### config.mk
export PLATFORM = sky130hd
export DESIGN_NAME = ecc_err_logger
export DESIGN_NICKNAME = d
export VERILOG_FILES = /design/src/rtl/ecc_log_pkg.sv /design/src/rtl/ecc_sat_counter.sv /design/src/rtl/ecc_capture_log.sv /design/src/rtl/ecc_log_readmux.sv /design/src/rtl/ecc_err_logger.sv
export SDC_FILE = /design/constraint.sdc
export NUM_CORES = 1
export LEC_CHECK = 0
export BUFFER_PORTS_ARGS = -buffer_cell sky130_fd_sc_hd__clkbuf_2
export CAP_MARGIN = 20
export CORE_ASPECT_RATIO = 0.9
export CORE_MARGIN = 1.5
export CORE_UTILIZATION = 40
export CTS_CLUSTER_DIAMETER = 100
export CTS_CLUSTER_SIZE = 12
export DETAILED_ROUTE_END_ITERATION = 10
export PLACE_DENSITY = 0.81
export SLEW_MARGIN = 20
export SYNTH_ARGS = -nofsm -noshare
export SYNTH_HDL_FRONTEND = slang
export SYNTH_SLANG_ARGS = --single-unit
### constraint.sdc
create_clock -name clk -period 4.7 [get_ports clk]
set_input_delay 0.94 -clock clk [delete_from_list [all_inputs] [get_ports clk]]
set_output_delay 0.94 -clock clk [all_outputs]
set_load 0.1 [all_outputs]
### src/rtl/ecc_log_pkg.sv
package ecc_log_pkg;
  localparam int DATA_W  = 64;
  localparam int CHECK_W = 8;
  localparam int REG_W   = 32;
  localparam int ADDR_W  = 3;
  localparam int CTRL_W  = 2;
  localparam int CNT_W   = 8;
  localparam int KEEP_DATA  = 8;
  localparam int KEEP_CHECK = 5;
  localparam int KEEP_MASK  = 8;

  typedef enum logic [ADDR_W-1:0] {
    IDX_CTRL   = 3'd0,
    IDX_STAT   = 3'd1,
    IDX_LOGV   = 3'd2,
    IDX_DAT_LO = 3'd3,
    IDX_DAT_HI = 3'd4,
    IDX_CHK    = 3'd5,
    IDX_MSK_LO = 3'd6,
    IDX_MSK_HI = 3'd7
  } reg_idx_e;

  localparam int CLR_UNCORR_BIT = 0;
  localparam int CLR_CORR_BIT   = 1;

  // Ones in the low n bits of a data-width vector.
  function automatic logic [DATA_W-1:0] low_ones_data(int n);
    logic [DATA_W-1:0] v;
    for (int i = 0; i < DATA_W; i++) v[i] = (i < n);
    return v;
  endfunction

  function automatic logic [CHECK_W-1:0] low_ones_check(int n);
    logic [CHECK_W-1:0] v;
    for (int i = 0; i < CHECK_W; i++) v[i] = (i < n);
    return v;
  endfunction
endpackage

### src/rtl/ecc_sat_counter.sv
module ecc_sat_counter #(
  parameter int W = 8
) (
  input  logic         clk,
  input  logic         rst_n,
  input  logic         clr,
  input  logic         inc,
  output logic [W-1:0] count
);
  localparam logic [W-1:0] TOP = {W{1'b1}};

  function automatic logic [W-1:0] sat_step(logic [W-1:0] c, logic up);
    if (!up || c == TOP) return c;
    return c + 1'b1;
  endfunction

  always_ff @(posedge clk or negedge rst_n) begin
    if (!rst_n)   count <= '0;
    else if (clr) count <= '0;
    else          count <= sat_step(count, inc);
  end
endmodule

### src/rtl/ecc_capture_log.sv
module ecc_capture_log
  import ecc_log_pkg::*;
(
  input  logic               clk,
  input  logic               rst_n,
  input  logic               clr,
  input  logic               hit,
  input  logic [DATA_W-1:0]  data_in,
  input  logic [CHECK_W-1:0] check_in,
  input  logic [DATA_W-1:0]  mask_in,
  output logic               fire,
  output logic               valid,
  output logic [DATA_W-1:0]  data_q,
  output logic [CHECK_W-1:0] check_q,
  output logic [DATA_W-1:0]  mask_q
);
  localparam logic [DATA_W-1:0]  DATA_KEEP  = low_ones_data(KEEP_DATA);
  localparam logic [CHECK_W-1:0] CHECK_KEEP = low_ones_check(KEEP_CHECK);
  localparam logic [DATA_W-1:0]  MASK_KEEP  = low_ones_data(KEEP_MASK);

  assign fire = hit && !valid && !clr;

  always_ff @(posedge clk or negedge rst_n) begin
    if (!rst_n) begin
      valid <= 1'b0; data_q <= '0; check_q <= '0; mask_q <= '0;
    end else if (clr) begin
      valid <= 1'b0; data_q <= '0; check_q <= '0; mask_q <= '0;
    end else if (fire) begin
      valid   <= 1'b1;
      data_q  <= data_in & DATA_KEEP;
      check_q <= check_in & CHECK_KEEP;
      mask_q  <= mask_in & MASK_KEEP;
    end
  end
endmodule

### src/rtl/ecc_log_readmux.sv
module ecc_log_readmux
  import ecc_log_pkg::*;
(
  input  logic [ADDR_W-1:0]  rd_addr,
  input  logic [CNT_W-1:0]   uncorr_cnt,
  input  logic [CNT_W-1:0]   corr_cnt,
  input  logic               log_valid,
  input  logic [DATA_W-1:0]  log_data,
  input  logic [CHECK_W-1:0] log_check,
  input  logic [DATA_W-1:0]  log_mask,
  output logic [REG_W-1:0]   rd_data
);
  localparam int STAT_PAD = REG_W - 2*CNT_W;

  always_comb begin
    unique case (reg_idx_e'(rd_addr))
      IDX_CTRL:   rd_data = '0;
      IDX_STAT:   rd_data = {{STAT_PAD{1'b0}}, corr_cnt, uncorr_cnt};
      IDX_LOGV:   rd_data = {{(REG_W-1){1'b0}}, log_valid};
      IDX_DAT_LO: rd_data = log_data[REG_W-1:0];
      IDX_DAT_HI: rd_data = log_data[2*REG_W-1:REG_W];
      IDX_CHK:    rd_data = {{(REG_W-CHECK_W){1'b0}}, log_check};
      IDX_MSK_LO: rd_data = log_mask[REG_W-1:0];
      IDX_MSK_HI: rd_data = log_mask[2*REG_W-1:REG_W];
      default:    rd_data = '0;
    endcase
  end
endmodule

### src/rtl/ecc_err_logger.sv
module ecc_err_logger
  import ecc_log_pkg::*;
(
  input  logic               clk,
  input  logic               rst_n,
  input  logic               ev_valid,
  input  logic               ev_corr,
  input  logic               ev_uncorr,
  input  logic [DATA_W-1:0]  ev_data,
  input  logic [CHECK_W-1:0] ev_check,
  input  logic [DATA_W-1:0]  ev_mask,
  input  logic               wr_en,
  input  logic [ADDR_W-1:0]  wr_addr,
  input  logic [CTRL_W-1:0]  wr_data,
  input  logic [ADDR_W-1:0]  rd_addr,
  output logic [REG_W-1:0]   rd_data
);
  // Named internal events, observed by the bound checker.
  logic ctrl_wr, clr_uncorr, clr_corr;
  logic uncorr_hit, corr_hit, capture_fire;
  logic [CNT_W-1:0]   uncorr_cnt, corr_cnt;
  logic               log_valid;
  logic [DATA_W-1:0]  log_data, log_mask;
  logic [CHECK_W-1:0] log_check;

  assign ctrl_wr    = wr_en && (reg_idx_e'(wr_addr) == IDX_CTRL);
  assign clr_uncorr = ctrl_wr && wr_data[CLR_UNCORR_BIT];
  assign clr_corr   = ctrl_wr && wr_data[CLR_CORR_BIT];
  assign uncorr_hit = ev_valid && ev_uncorr;
  assign corr_hit   = ev_valid && ev_corr;

  ecc_sat_counter #(.W(CNT_W)) u_cnt_uncorr (
    .clk(clk), .rst_n(rst_n), .clr(clr_uncorr), .inc(uncorr_hit), .count(uncorr_cnt)
  );

  ecc_sat_counter #(.W(CNT_W)) u_cnt_corr (
    .clk(clk), .rst_n(rst_n), .clr(clr_corr), .inc(corr_hit), .count(corr_cnt)
  );

  ecc_capture_log u_log (
    .clk(clk), .rst_n(rst_n), .clr(clr_uncorr), .hit(uncorr_hit),
    .data_in(ev_data), .check_in(ev_check), .mask_in(ev_mask),
    .fire(capture_fire), .valid(log_valid),
    .data_q(log_data), .check_q(log_check), .mask_q(log_mask)
  );

  ecc_log_readmux u_rd (
    .rd_addr(rd_addr), .uncorr_cnt(uncorr_cnt), .corr_cnt(corr_cnt),
    .log_valid(log_valid), .log_data(log_data), .log_check(log_check),
    .log_mask(log_mask), .rd_data(rd_data)
  );
endmodule

Word-level counts from Yosys, hierarchy flattened --
Cells that the tools add are included.
Word-level totals: bits in latches 0, memory bits (writable) 0, output and inout bits 32, register bits after elaboration 153, logic and storage cells 52, ROM bits 0, memories 0
Cells by class: multiply operators 0, divide/modulo/power cells 0, reductions and logical operators 16, equality and inequality tests 11, add/subtract/negate cells 2, magnitude comparators 0, shifts and indexed selects 0, mux-type cells 17, bitwise operators 0
Operators with widths (count):
- 64-bit two-way mux | 4
- 32-bit case mux with 8 select lines | 1
- 8-bit two-way mux | 6
- 8-bit by 1-bit adder with 8-bit output, second input constant | 2
- 8-bit equality test, second input constant | 2
- 3-bit equality test, second input constant | 4
- 1-bit logical AND | 7
- 3-bit by 2-bit equality test with 1-bit output, second input constant | 2
- 3-bit logical NOT | 2
- 1-bit two-way mux | 6
- 1-bit logical NOT | 4
- 3-bit by 1-bit equality test with 1-bit output, second input constant | 1
- 3-bit by 2-bit inequality test with 1-bit output, second input constant | 1
- 3-bit inequality test, second input constant | 1
- 1-bit logical OR | 2
- 2-bit nonzero test | 1

Longest topological paths before layout --
depth after elaboration 7, gate-level depth with buffers 5, gate-level depth less buffers 5

Cells and area by module --
A second synthesis with hierarchy kept.
Second synthesis, totals: cells, all modules 479, area total of the unflattened synthesis 4211.5 sq um
By module, submodules not included:
- ecc_capture_log | instances 1, area an instance 1971.9 sq um, cells each 215
- ecc_log_readmux | instances 1, area an instance 1271.2 sq um, cells each 163
- ecc_sat_counter | instances 2, area an instance 464.2 sq um, cells each 48
- ecc_err_logger | instances 1, area an instance 40.0 sq um, cells each 5

Worst setup path after synthesis --
OpenSTA, ideal clock, no wires.
path type input to output, from input rd_addr[2], to output rd_data[0], required time 3.760 ns, arrival time 2.764 ns, path slack 0.996 ns, path buffers 1, stages 3, cells stage by stage clkbuf_1 mux2i_1 o2bb2ai_1
On the way: longest elaborated chain between the ends 2, elaborated cells on any way between the ends 9, those cells by class 7 x eq/ne; 1 x mux; 1 x reduce/logical
Ends and longest elaborated chain:
- from (decl) | line ecc_err_logger.sv:15 | input logic [ADDR_W-1:0] rd_addr,
- 3-bit equality test (tied with other cells) | line ecc_log_readmux.sv:16 | unique case (reg_idx_e'(rd_addr))
- 32-bit case mux with 8 select lines (*) | line ecc_log_readmux.sv:16
- to (decl) | line ecc_err_logger.sv:16 | output logic [REG_W-1:0] rd_data
Every way passes the cells marked *; elsewhere a longest branch is shown, timed or not.

Worst setup path in the final report --
from input rd_addr[1], to output rd_data[5]
Same word-level chain as after synthesis.

==> flow_results.org <==
** Power and ir drop
- Internal cell power :: 676 uW
- Sequential share of power :: 43.3%
- Per report_power, the clock group accounts for 24.2% of the total.
- Of the total power, the share spent switching nets is 40.5%.
- Combinational fraction of design power :: 32.5%
- In this run the static leakage power is 0.00121 uW.
- Pwr Density :: 451 nW/um^2
- Power dissipated by switching net loads :: 461 uW
- The worst-case IR drop observed on VDD is 0.155 mV.

** CTS
- Hold-fix buffer count after cts :: 0
- For this design, the sink count on the clock tree is 38.
- Number of buffers inserted by post-CTS setup repair :: 0
- Clock slew at reported path FFs :: 70 ps
- Insertion delay of the later-clocked pin in the worst-skew pair :: 300 ps
- H-tree level count :: 2
- Number of buffers inserted during clock tree synthesis :: 5
- Post-cts resize count :: 0
- TritonCTS clock tree :: yes
- No sink is reached through more buffers than the 2 on the longest clock path.
- Root Driver :: sky130_fd_sc_hd__clkbuf_8

** Min path
- Hold wc startpoint :: u_log.data_q[4]
- Worst min path class :: flop to flop

** Floorplanning
- Die Footprint :: 5910 sq um
- Row count :: 25
- Chip height :: 73.1 microns
- Placeable Area :: 5260 sq um
- The initial utilization of the core area, before any placement, comes to 41.6%.
- Die extent in x :: 80.9 microns
- Boundary Pins :: 182

** GRT
- Via count of the first global-routing pass :: 1750
- Entering global routing, the biggest net connects 39 pins.
- The number of antenna violations at the first check in global routing came to 0.
- Global route total overflow :: 0
- In the global route stage, overall resource usage came out at 18.2%.
- Wire length of the first global-routing pass :: 8100 microns

** Run status
- Result of the run :: complete, no violations

** Finish
- Cells with a size suffix above 1 make up 22.0% of the layout.
- Summing all multi-input logic gate instances after layout gives 1120 sq um.
- Number of fill cells in the layout :: 513
- Synthesis-to-finish area growth :: 15.5%
- After the last flow step, the layout net total stands at 447.
- The number of antenna diodes in the final layout is 0.
- In the final layout, flip-flops and latches occupy 951 sq um.

** Timing
- Final setup viols :: 0
- Adding up every negative setup slack in the final design gives 0 ps.
- Tmin final :: 3540 ps
- The final critical path takes up 75.3% of the cycle.
- Hold violation count in the final report :: 0
- Normalized max-slew margin :: 33.8%
- Setup repair after global routing left no endpoint under its margin.
- The max-slew violation total from the final report came to 0.
- Derived from the worst setup path, the maximum achievable clock frequency is 0.282 GHz.
- Pin slew with the least headroom to its limit :: 993 ps
- Worst hold slack across all endpoints :: 523 ps
- On the final layout, the worst clock skew is 6.40 ps.

** Synthesis
- The Yosys step of the flow raised 0 warnings.
- Summing the areas of all fa, ha and maj instances in the mapped netlist gives 1.15% of the synthesized area.
- The synthesized design contains 38 register bits.
- Share of Yosys cell area claimed by the top area cell type :: 43.5%
- Mean cell area of the mapped netlist :: 8.77 sq um
- Of the total synthesized cell area, the portion taken by AND, OR, NAND and NOR gates is 24.3%.
- The share of the Yosys chip area taken by registers is 43.5%.
- The mapped netlist covers 2180 sq um.
- Count of distinct cell types in the synthesized netlist :: 39
- Measured against the total synthesized area, the mux share comes to 3.67%.
- In the synthesized netlist, the number of instances is 249.
- Main combinational cell family by area after synthesis :: simple AND/OR/NAND/NOR gates
- Most used flip-flop cell after synthesis :: sky130_fd_sc_hd__dfrtp_1
- Count of flip-flops with a built-in enable after synthesis :: 0
- Xor/xnor cell area share of the yosys netlist :: 2.41%
- Of all cell types, the one taking the most synthesized area is sky130_fd_sc_hd__dfrtp_1.
- Synth top area cells :: sky130_fd_sc_hd__dfrtp_1 (44%), sky130_fd_sc_hd__nand2_1 (9.8%), sky130_fd_sc_hd__a21oi_1 (6.0%), sky130_fd_sc_hd__buf_4 (5.5%), sky130_fd_sc_hd__a22o_1 (4.0%)
- The synthesized netlist devotes 17.0% of its cell area to compound gates.
- Share of async-settable or async-resettable flops after synthesis :: 100%

** Detailed routing
- Count of vias placed by the detailed router :: 1883
- Drt first-iter violations :: 120
- Dividing the detail-routed wire length by the instance count gives 14.2 microns.
- Total iterations of the first detailed-routing run :: 4
- Post-detailed-route via-to-cell ratio :: 5.19
- After detailed routing, the number of remaining DRC violations is 0.
- In this run the remaining antenna-violating nets after routing total 0.
- Drt total wl :: 5150 microns

** Place
- After legalization and detailed placement, the total HPWL measured 3780 microns.
- In this run the tool buffered the top-level ports with 50 buffer cells.
- The congestion estimate from routability-driven global placement came to 0.828.

** Run
- Number of maximum-capacitance violations :: 0

** Critical path
- For the worst setup path, the data required time is 3760 ps.
- STA puts the critical path data arrival time at 2600 ps.
- The worst setup path is launched from an input port.
- Type of element capturing the critical path :: output pin
- The startpoint identified for the worst register-to-register timing path is u_cnt_uncorr.count[0].
- The critical path starts at rd_addr[1].
- Critical path class :: input port to output pin
- Highest net fanout along the worst path :: 11
[cell usage in the layout, fill, tap and decap left out, types with 2 or more instances in the layout]
cell type                  count
sky130_fd_sc_hd__xnor2_1       2
sky130_fd_sc_hd__a21oi_1      26
sky130_fd_sc_hd__or4_1         3
sky130_fd_sc_hd__mux2i_1       8
sky130_fd_sc_hd__conb_1       16
sky130_fd_sc_hd__o21ai_0       8
sky130_fd_sc_hd__and3_1        4
sky130_fd_sc_hd__and2_1       12
sky130_fd_sc_hd__nor2b_1       4
sky130_fd_sc_hd__clkbuf_2     50
sky130_fd_sc_hd__clkbuf_1      2
sky130_fd_sc_hd__ha_1          2
sky130_fd_sc_hd__dfrtp_1      38
sky130_fd_sc_hd__or2_2         2
sky130_fd_sc_hd__xor2_1        4
sky130_fd_sc_hd__nand2_1      57
sky130_fd_sc_hd__nand4_1       2
sky130_fd_sc_hd__nand3_1       4
sky130_fd_sc_hd__clkbuf_8      5
sky130_fd_sc_hd__a22o_1       10
sky130_fd_sc_hd__nor2_1       12
sky130_fd_sc_hd__o211ai_1      2
sky130_fd_sc_hd__nand2b_1      2
sky130_fd_sc_hd__nor3_1        4
[metrics by stage]
step                      area (sq um)  util [%]  worst slack (ps)  instances  power, uW
after detailed placement          2420      46.0              1170        355        866
after CTS                         2520      48.0              1160        363       1140
final                             2520      48.0              1160        363       1140
after global routing              2520      48.0              1060        363       1200
after floorplan                   2240         -               996        264        787
after global placement            2420      46.0              1240        355        852
[metal layers]
| metal | vias to the layer above | global-route usage [%] | wire length, microns | share of wire, % |
|---|---|---|---|---|
| li1 | 916 | - | - | - |
| met3 | 16 | 3.50 | 260 | 5.1 |
| met1 | 880 | 23.5 | 2280 | 44 |
| met5 | - | 0 | 0 | 0 |
| met2 | 71 | 28.1 | 2390 | 46 |
| met4 | 0 | 11.3 | 221 | 4.3 |
[flip-flops by register name, indices dropped and copies added (netlist names)]
register	count
u_log.mask_q	8
u_log.check_q	5
u_cnt_corr.count	8
u_log.data_q	8
u_log.valid	1
u_cnt_uncorr.count	8
[layout make-up]
cell class	count	area share, %
inverter	1	0.149
multi-input combinational	198	44.4
tap	67	3.32
clock inverter	1	1.19
clock buffer	7	3.02
timing repair buffer	51	10.2
sequential	38	37.7
[Yosys cell counts, drive strengths merged, types with 3 or more instances]
cell type and n:
nand2 57, dfrtp 38, a21oi 26, buf 19, and2 13, nor2 12
a22o 10, o21ai 9, clkbuf 8, mux2i 8, and3 4, nand3 4
nor2b 4, nor3 4, xor2 4, o211ai 3, or4 3
[power groups by stage]
| stage | logic, uW | clock network, uW | registers (uW) |
|---|---|---|---|
| 2_1_floorplan | 313 | 0 | 474 |
| 4_1_cts | 370 | 280 | 492 |
| 5_1_grt | 404 | 293 | 505 |
| 6_report | 369 | 276 | 493 |
| 3_3_place_gp | 358 | 0 | 494 |
| 3_5_place_dp | 368 | 0 | 498 |
[final timing paths]
kind / to / slack [ps] / depth (start not counted)
setup / recovery: rd_data[5] / 1160 / 5
hold / removal: u_log.data_q[4] / 520 / 2
setup reg to reg: u_cnt_uncorr.count[6] / 3100 / 5
hold reg to reg: u_log.data_q[4] / 520 / 2
max in group asynchronous: u_log.data_q[5] / 3340 / 1
min in group asynchronous: u_cnt_corr.count[7] / 770 / 1
[kinds of logic (layout without fill, tap and decap cells)]
| group | Yosys count | count (layout) |
|---|---|---|
| compound gates | 56 | 56 |
| xor+xnor | 6 | 6 |
| fa+ha+maj | 2 | 2 |
| buf+inv | 28 | 60 |
| flops | 38 | 38 |
| mux | 8 | 8 |
| other cells | 1 | 16 |
| simple gates | 110 | 110 |
[worst max-delay path: stages]
cell and delay (ps):
sky130_fd_sc_hd__clkbuf_2 210, sky130_fd_sc_hd__nand2b_1 220, sky130_fd_sc_hd__nor2_1 500, sky130_fd_sc_hd__a22o_1 260, sky130_fd_sc_hd__clkbuf_2 470
Note: power is estimated with default switching activity, not from simulation.
